**config.mk**
```make
export PLATFORM = sky130hd
export DESIGN_NAME = wdt_irq_ctrl
export DESIGN_NICKNAME = d
export VERILOG_FILES = /design/src/rtl/wdt_irq_pkg.sv /design/src/rtl/wd_bcd_counter.sv /design/src/rtl/irq_src_flag.sv /design/src/rtl/wdt_irq_ctrl.sv
export SDC_FILE = /design/constraint.sdc
export NUM_CORES = 1
export LEC_CHECK = 0
export BUFFER_PORTS_ARGS = -buffer_cell sky130_fd_sc_hd__buf_4
export CAP_MARGIN = 25
export CORE_MARGIN = 4
export CORE_UTILIZATION = 58
export CTS_CLUSTER_SIZE = 10
export DETAILED_ROUTE_END_ITERATION = 12
export GPL_TIMING_DRIVEN = 0
export PLACE_DENSITY = 0.81
export SYNTH_ARGS = -nofsm -noshare
export SYNTH_HDL_FRONTEND = slang
export SYNTH_SLANG_ARGS = --single-unit
export TNS_END_PERCENT = 5
```
**constraint.sdc**
```tcl
create_clock -name clk -period 4.9 [get_ports clk]
set_clock_uncertainty 0.15 [all_clocks]
set_input_delay 1.47 -clock clk [delete_from_list [all_inputs] [get_ports clk]]
set_output_delay 1.47 -clock clk [all_outputs]
set_load 0.01 [all_outputs]
```
**src/rtl/wdt_irq_pkg.sv**
```systemverilog
package wdt_irq_pkg;
  localparam int unsigned DIGIT_W   = 4;
  // command register bit positions (software decodes these)
  localparam int unsigned CMD_ROUTE = 6;
  localparam int unsigned CMD_PULSE = 4;
  localparam int unsigned CMD_WMASK = 3;
  localparam int unsigned CMD_TMASK = 2;
  localparam int unsigned CMD_WFLAG = 1;
  localparam int unsigned CMD_TFLAG = 0;

  typedef struct packed {
    logic [DIGIT_W-1:0] val;
    logic               borrow;
  } digit_dec_t;

  function automatic digit_dec_t dec_digit(input logic [DIGIT_W-1:0] d, input logic bin);
    digit_dec_t r;
    if (!bin) begin
      r.val = d;
      r.borrow = 1'b0;
    end else if (d == '0) begin
      r.val = DIGIT_W'(9);
      r.borrow = 1'b1;
    end else begin
      r.val = d - 1'b1;
      r.borrow = 1'b0;
    end
    return r;
  endfunction
endpackage

```
**src/rtl/wd_bcd_counter.sv**
```systemverilog
module wd_bcd_counter
  import wdt_irq_pkg::*;
#(
  parameter int unsigned DIGITS = 4
) (
  input  logic                      clk,
  input  logic                      rst_n,
  input  logic                      load,
  input  logic [DIGITS*DIGIT_W-1:0] load_val,
  input  logic                      dec,
  output logic                      at_one
);
  localparam int unsigned W = DIGITS * DIGIT_W;

  logic [W-1:0]    cnt_q;
  logic [W-1:0]    cnt_dec;
  logic [DIGITS:0] borrow;

  assign borrow[0] = 1'b1;

  for (genvar g = 0; g < DIGITS; g++) begin : g_digit
    digit_dec_t r;
    assign r = dec_digit(cnt_q[g*DIGIT_W +: DIGIT_W], borrow[g]);
    assign cnt_dec[g*DIGIT_W +: DIGIT_W] = r.val;
    assign borrow[g+1] = r.borrow;
  end

  assign at_one = (cnt_q == W'(1));

  always_ff @(posedge clk) begin
    if (!rst_n)    cnt_q <= '0;
    else if (load) cnt_q <= load_val;
    else if (dec)  cnt_q <= cnt_dec;
  end
endmodule

```
**src/rtl/irq_src_flag.sv**
```systemverilog
module irq_src_flag #(
  parameter int unsigned PULSE_TICKS = 1
) (
  input  logic clk,
  input  logic rst_n,
  input  logic set,
  input  logic clr,
  input  logic tick,
  input  logic pulse_mode,
  output logic flag
);
  localparam int unsigned CW = (PULSE_TICKS > 1) ? $clog2(PULSE_TICKS) : 1;
  localparam logic [CW-1:0] LAST = CW'(PULSE_TICKS - 1);

  logic [CW-1:0] cnt_q;

  always_ff @(posedge clk) begin
    if (!rst_n) begin
      flag  <= 1'b0;
      cnt_q <= '0;
    end else if (clr) begin
      flag  <= 1'b0;
      cnt_q <= '0;
    end else if (set) begin
      flag  <= 1'b1;
      cnt_q <= '0;
    end else if (flag && pulse_mode && tick) begin
      if (cnt_q == LAST) flag <= 1'b0;
      else               cnt_q <= cnt_q + 1'b1;
    end
  end
endmodule

```
**src/rtl/wdt_irq_ctrl.sv**
```systemverilog
module wdt_irq_ctrl
  import wdt_irq_pkg::*;
#(
  parameter int unsigned ADDR_W      = 6,
  parameter int unsigned DATA_W      = 8,
  parameter int unsigned ADDR_CMD    = 'h0B,
  parameter int unsigned ADDR_LO     = 'h0C,
  parameter int unsigned ADDR_HI     = 'h0D,
  parameter int unsigned PULSE_TICKS = 1
) (
  input  logic              clk,
  input  logic              rst_n,
  input  logic              tick,
  input  logic              bus_sel,
  input  logic              bus_we,
  input  logic [ADDR_W-1:0] bus_addr,
  input  logic [DATA_W-1:0] bus_wdata,
  output logic [DATA_W-1:0] bus_rdata,
  input  logic              tod_event,
  input  logic              tod_ack,
  output logic              irq,
  output logic              wd_flag
);
  localparam int unsigned RELOAD_W = 2 * DATA_W;
  localparam int unsigned DIGITS   = RELOAD_W / DIGIT_W;

  logic [DATA_W-1:0]   lo_q, hi_q, lo_nx, hi_nx;
  logic [DATA_W-1:2]   cmd_q;
  logic [RELOAD_W-1:0] reload_q, reload_nx;
  logic hit_cmd, hit_lo, hit_hi, wd_access;
  logic wd_enabled, at_one, fire, cnt_load, cnt_dec;
  logic tod_flag;

  assign hit_cmd   = bus_sel && (bus_addr == ADDR_W'(ADDR_CMD));
  assign hit_lo    = bus_sel && (bus_addr == ADDR_W'(ADDR_LO));
  assign hit_hi    = bus_sel && (bus_addr == ADDR_W'(ADDR_HI));
  assign wd_access = hit_lo || hit_hi;

  assign lo_nx     = (hit_lo && bus_we) ? bus_wdata : lo_q;
  assign hi_nx     = (hit_hi && bus_we) ? bus_wdata : hi_q;
  assign reload_q  = {hi_q, lo_q};
  assign reload_nx = {hi_nx, lo_nx};

  always_ff @(posedge clk) begin
    if (!rst_n) begin
      lo_q  <= '0;
      hi_q  <= '0;
      cmd_q <= '0;
    end else begin
      lo_q <= lo_nx;
      hi_q <= hi_nx;
      if (hit_cmd && bus_we) cmd_q <= bus_wdata[DATA_W-1:2];
    end
  end

  assign wd_enabled = (reload_q != '0);
  assign fire       = tick && wd_enabled && !wd_access && at_one;
  assign cnt_load   = wd_access || fire;
  assign cnt_dec    = tick && wd_enabled && !wd_access && !at_one;

  wd_bcd_counter #(.DIGITS(DIGITS)) u_cnt (
    .clk      (clk),
    .rst_n    (rst_n),
    .load     (cnt_load),
    .load_val (wd_access ? reload_nx : reload_q),
    .dec      (cnt_dec),
    .at_one   (at_one)
  );

  irq_src_flag #(.PULSE_TICKS(PULSE_TICKS)) u_wd_flag (
    .clk        (clk),
    .rst_n      (rst_n),
    .set        (fire),
    .clr        (wd_access),
    .tick       (tick),
    .pulse_mode (cmd_q[CMD_PULSE]),
    .flag       (wd_flag)
  );

  irq_src_flag #(.PULSE_TICKS(PULSE_TICKS)) u_tod_flag (
    .clk        (clk),
    .rst_n      (rst_n),
    .set        (tod_event),
    .clr        (tod_ack),
    .tick       (tick),
    .pulse_mode (cmd_q[CMD_PULSE]),
    .flag       (tod_flag)
  );

  assign irq = cmd_q[CMD_ROUTE] ? (wd_flag && !cmd_q[CMD_WMASK])
                                : (tod_flag && !cmd_q[CMD_TMASK]);

  always_comb begin
    bus_rdata = '0;
    if (bus_sel && !bus_we) begin
      if (hit_cmd) begin
        bus_rdata[DATA_W-1:2] = cmd_q;
        bus_rdata[CMD_WFLAG]  = wd_flag;
        bus_rdata[CMD_TFLAG]  = tod_flag;
      end else if (hit_lo) begin
        bus_rdata = lo_q;
      end else if (hit_hi) begin
        bus_rdata = hi_q;
      end
    end
  end
endmodule

```
Word-level counts from Yosys, hierarchy flattened. Index checks and enable logic that the tools add are counted.

Shifts and indexed selects: 0. $lt $le $gt $ge: 0. Eq/ne operators: 6. Reductions and logical operators: 44. Bitwise operators: 1. Multiply operators: 0. Div/mod/pow operators: 0. Mux-type cells: 25. $add $sub $neg: 6.

Operators by type and width (number): $mux W16 (3); $mux W8 (6); $mux W5 (7); $eq A6 B4 Y1 const B (3); $logic_and A1 B1 Y1 (17); $eq A16 B1 Y1 const B (1); $logic_not A4 Y1 (4); $reduce_bool A16 Y1 (1); $sub A4 B1 Y4 const B (4); $reduce_bool A2 Y1 (6); $reduce_and A2 Y1 (5); $mux W1 (9); $reduce_or A3 Y1 (2); $logic_not A1 Y1 (5); $ne A2 B2 Y1 const B (2); $reduce_or A2 Y1 (2); $add A1 B1 Y1 const B (2); $logic_or A1 B1 Y1 (2); $not A1 Y1 (1).

Register bits: 42. ROM bits: 0. Bits in latches: 0. Memory bits (writable): 0. Output and inout port bits: 10. Bits of input ports: 21. Memories kept: 0.

Longest topological paths before layout.
Depth after elaboration: 9. Depth in mapped cells: 9. Gate-level depth less buffers: 7.

Modules after synthesis. From an unflattened synthesis, not the netlist that was laid out.

Cells, all modules: 270. Area total of the unflattened synthesis: 2501.1 um^2.

By module, submodules not included: wdt_irq_ctrl (cells an instance 139, sequential area each 440.4 um^2, times used 1, area an instance 1381.3 um^2); wd_bcd_counter (cells an instance 123, sequential area each 320.3 um^2, times used 1, area an instance 1037.2 um^2); irq_src_flag (cells an instance 4, sequential area each 20.0 um^2, times used 2, area an instance 41.3 um^2).

Worst setup path before layout. OpenSTA, ideal clock, no wires.

Kind: input port to output port. Start point: input bus_addr[4]. End point: output bus_rdata[1]. Buffers on the path: 4. Stages: 9. Data arrival time: 2966 ps. Data required time: 3280 ps. Setup slack: 314 ps. Cell sequence: nand4bb_1 clkbuf_1 or2_2 clkbuf_1 clkbuf_1 clkbuf_1 nor2_1 a21oi_1 nor2_1.

Cells in the longest elaborated chain, start to end: 6.

Ends and longest elaborated chain: from (decl) (line wdt_irq_ctrl.sv:16) `input logic [ADDR_W-1:0] bus_addr,`; $eq A6 B4 Y1 (line wdt_irq_ctrl.sv:36) `assign hit_hi = bus_sel && (bus_addr == ADDR_W'(ADDR_HI));`; $logic_and A1 B1 Y1 (line wdt_irq_ctrl.sv:36); $mux W8 (line wdt_irq_ctrl.sv:102) `end else if (hit_hi) begin`; $mux W8 (line wdt_irq_ctrl.sv:100) `end else if (hit_lo) begin`; $mux W8 (*) (line wdt_irq_ctrl.sv:96) `if (hit_cmd) begin`; $mux W8 (*) (line wdt_irq_ctrl.sv:95) `if (bus_sel && !bus_we) begin`; to (decl) (line wdt_irq_ctrl.sv:18) `output logic [DATA_W-1:0] bus_rdata,`.

Mark *: on every way between the ends. The rest lies on a longest branch, timed or not.

Worst setup path after layout. Same ends and word-level chain as after synthesis.

==> qor.txt <==
outcome: completed
Ys Warns: 0
H-tree levels: 2
Distinct cells, synth: 44
ys async rst share: 0%
Post-synth EDFFs: 0
most frequent cells in the layout: nand2_1, a21oi_1, dfxtp_1
relative slew slack: 32.98%
startpoint types: input port
total power: 721.7 uW
mux share of post-synthesis cell area: 9.512%
min Tclk post-route: 4.771 ns
top-level I/O count: 31
Mapped Area: 2434 um2
Hold Crit Class: flop to flop
first-pass GRT wire length: 11900 um
slowest stage delay, CP: 0.38 ns
hpwl dp: 5396 um
critical path's top delay family: simple AND/OR/NAND/NOR gates
Worst IR Drop VDD: 189.4 uV
Most used DFF post-synth: dfxtp_1
Synth top area share: 32.90%
FF+latch count, synth: 40
largest net degree at the start of global routing: 14
Initial Util: 60.40%
hold_sp: cmd_q[2]
DR vias: 2588
Final setup viols: 0
Post-DP Area: 2721 um2
crit path DAT: 3.15 ns
CP Max Fanout: 10
Worst-path clk slew: 0.08 ns
TritonRoute pass-1 iters: 5
clock root buffer: clkbuf_8
Routed WL: 7160 um
Via density: 6.312
biggest area consumer among synthesized cells: dfxtp_1
vias in the first global route: 2432
Synth Area in Compound Gates: 26.84%
row cnt: 23
Simple-Gate Fraction of Synth Area: 24.83%
IO Port Bufs: 30
Fin Setup TNS: 0 ns
initial antenna violation count: 0
later-pin clock latency in the skew report: 0.30 ns
DRC violations left: 0
Fillers: 360
Buffers & Inverters on Critical Path: 5
Req. time, crit path: 3.28 ns
Hold Vio Cnt, Final: 0
CTS tree: built
core area: 4029 um2
largest family of logic cells by synthesized area: compound AO/OA/AOI/OAI gates
hold depth: 2
GRT Residual Overflow: 0
GR Util All Layers: 28.83%
fmax: 0.2096 GHz
clock tree buffer depth: 2
die outline height: 72.78 um
commonest non-fill, non-tap cell in the layout: nand2_1
CP max stage cell: or2_2
Max Cap Viol: 0
Die Footprint: 5296 um2
reg-to-reg startpoint: u_cnt.cnt_q[4]
die span in x: 72.78 um
Num CTS Buffers: 5
crit-path cells: buf_4 > nand4bb_1 > clkbuf_2 > or2_2 > clkbuf_8 > clkbuf_4 > nor2_1 > a21oi_1 > nor2_1 > buf_4
P&R area growth vs syn: 17.28%
top post-synthesis cells by area: dfxtp_1, mux2i_1, a21oi_1
antenna-violating nets left: 0
kind of critical path: input port to output port
flop2flop setup slack: 1.85 ns
Syn Nets: 346
RSZ-0062 raised after global routing: no
fraction of the cycle the final worst path needs: 97.37%
Mapped Cells: 322
Worst Hold Path EP: cmd_q[2]
post-route cell area: 2854 um2
post-synthesis sequential area ratio: 32.90%
Final Max Tran Viols: 0
Worst Setup End Kind: output port
FF-to-FF path depth: 7
Synth Area in Adders: 1.542%
layout cells sized above 1: 13.89%
xor and xnor area share after synthesis: 0.3599%
1st-iter DRT viols: 390
TritonCTS Sinks: 40
drt wl/cell: 17.46 um
Worst-Margin Slew: 0.9962 ns
Leak: 1.133 nW
synthesized area per cell: 7.558 um2
Routability Congestion: 0.9838
Critical R2R Capture: u_cnt.cnt_q[5]
Final #Nets: 383
antenna fix cells: 0
pwr dens: 252.9 nW/um2
==> final cells by class <==
| cell class | instances | area (um2) | share of cell area (%) |
|---|---|---|---|
| timing repair buffer | 31 | 232.7 | 8.154 |
| sequential | 40 | 800.8 | 28.06 |
| tap | 50 | 62.56 | 2.192 |
| clock buffer | 5 | 68.82 | 2.411 |
| inverter | 10 | 37.54 | 1.315 |
| buffer | 15 | 71.32 | 2.499 |
| multi-input combinational | 256 | 1538 | 53.88 |
| clock inverter | 3 | 42.54 | 1.491 |
==> tightest hold or removal path, cell delays in order, from the launching register on <==
cell and delay, ns:
dfxtp_1 0.33, nand2_1 0.06, a21oi_1 0.05
==> routing by layer <==
| layer | GRT usage [%] | routed length, um | up-vias |
|---|---|---|---|
| met3 | 7.163 | 707 | 14 |
| met1 | 36.95 | 3002 | 1178 |
| met2 | 48.20 | 3333 | 141 |
| met5 | 0 | 0 | - |
| met4 | 7.787 | 116 | 0 |
| li1 | - | - | 1255 |
==> metrics by stage <==
stage	utilization, %	hold slack [ns]	worst slack, ns	std cells
final	70.84	0.3402	0.1286	410
after global routing	70.84	0.3687	0.03983	410
after CTS	70.59	0.3360	0.01041	409
after detailed placement	67.55	0.3252	-0.3309	402
after global placement	67.55	0.3170	-0.3178	402
after floorplan	-	0.2991	0.3137	322
==> flip-flops by register name, summed over array words and instances, names as in the netlist <==
register,count
lo_q,8
cmd_q,6
hi_q,8
u_tod_flag.flag,1
u_cnt.cnt_q,16
u_wd_flag.flag,1
==> logic make-up (layout without fill, tap and decap cells) <==
family,Yosys count,count (layout)
multiplexers,23,23
buffers and inverters,26,64
flip-flops,40,40
XOR/XNOR,1,1
AO/OA/AOI/OAI,98,98
AND/OR/NAND/NOR,131,131
adder cells (fa/ha/maj),3,3
==> cells in the mapped netlist, types with 2 or more instances <==
cell type	n
o211ai_1	7
nor3_1	8
nand2_1	53
a22oi_1	5
o22ai_1	2
nor2_1	35
or4_1	2
nor4_1	4
or4_4	2
a211oi_1	4
ha_1	3
a31oi_1	2
a21oi_1	42
dfxtp_1	40
or2_2	2
and2_1	3
o31ai_1	3
mux2i_1	22
o21ai_0	9
a221oi_1	4
clkbuf_1	14
buf_1	2
nor3b_1	3
o21bai_1	2
nand2b_1	5
inv_1	10
a311oi_1	7
nor2b_1	2
o32ai_1	3
nand3_1	8
==> what timing repair did <==
item	in CTS	in global routing
endpoints found under the setup margin	7	2
setup buffers	0	0
hold buffers	0	0
gates resized for setup	6	1
hold endpoints to repair	0	0
==> how the worst max path moves through the flow <==
| stage | slack, ns | endpoint | start | cells after the start |
|---|---|---|---|---|
| 2_1_floorplan | 0.31 | bus_rdata[1] | bus_addr[4] | 9 |
| 3_3_place_gp | -0.32 | bus_rdata[7] | bus_sel | 11 |
| 3_5_place_dp | -0.33 | bus_rdata[5] | bus_sel | 11 |
| 4_1_cts | 0.01 | bus_rdata[0] | bus_addr[4] | 7 |
| 5_1_grt | 0.04 | bus_rdata[1] | bus_addr[4] | 10 |
| 6_report | 0.13 | bus_rdata[1] | bus_addr[4] | 10 |
==> where the power goes <==
part           switching [mW]  leakage (nW)  total, mW  internal, mW
clock                   0.124        0.0541      0.275         0.151
sequential            0.00537         0.323      0.335         0.330
combinational          0.0671         0.756      0.112        0.0451
No activity file was read; power rests on OpenSTA's default activity.
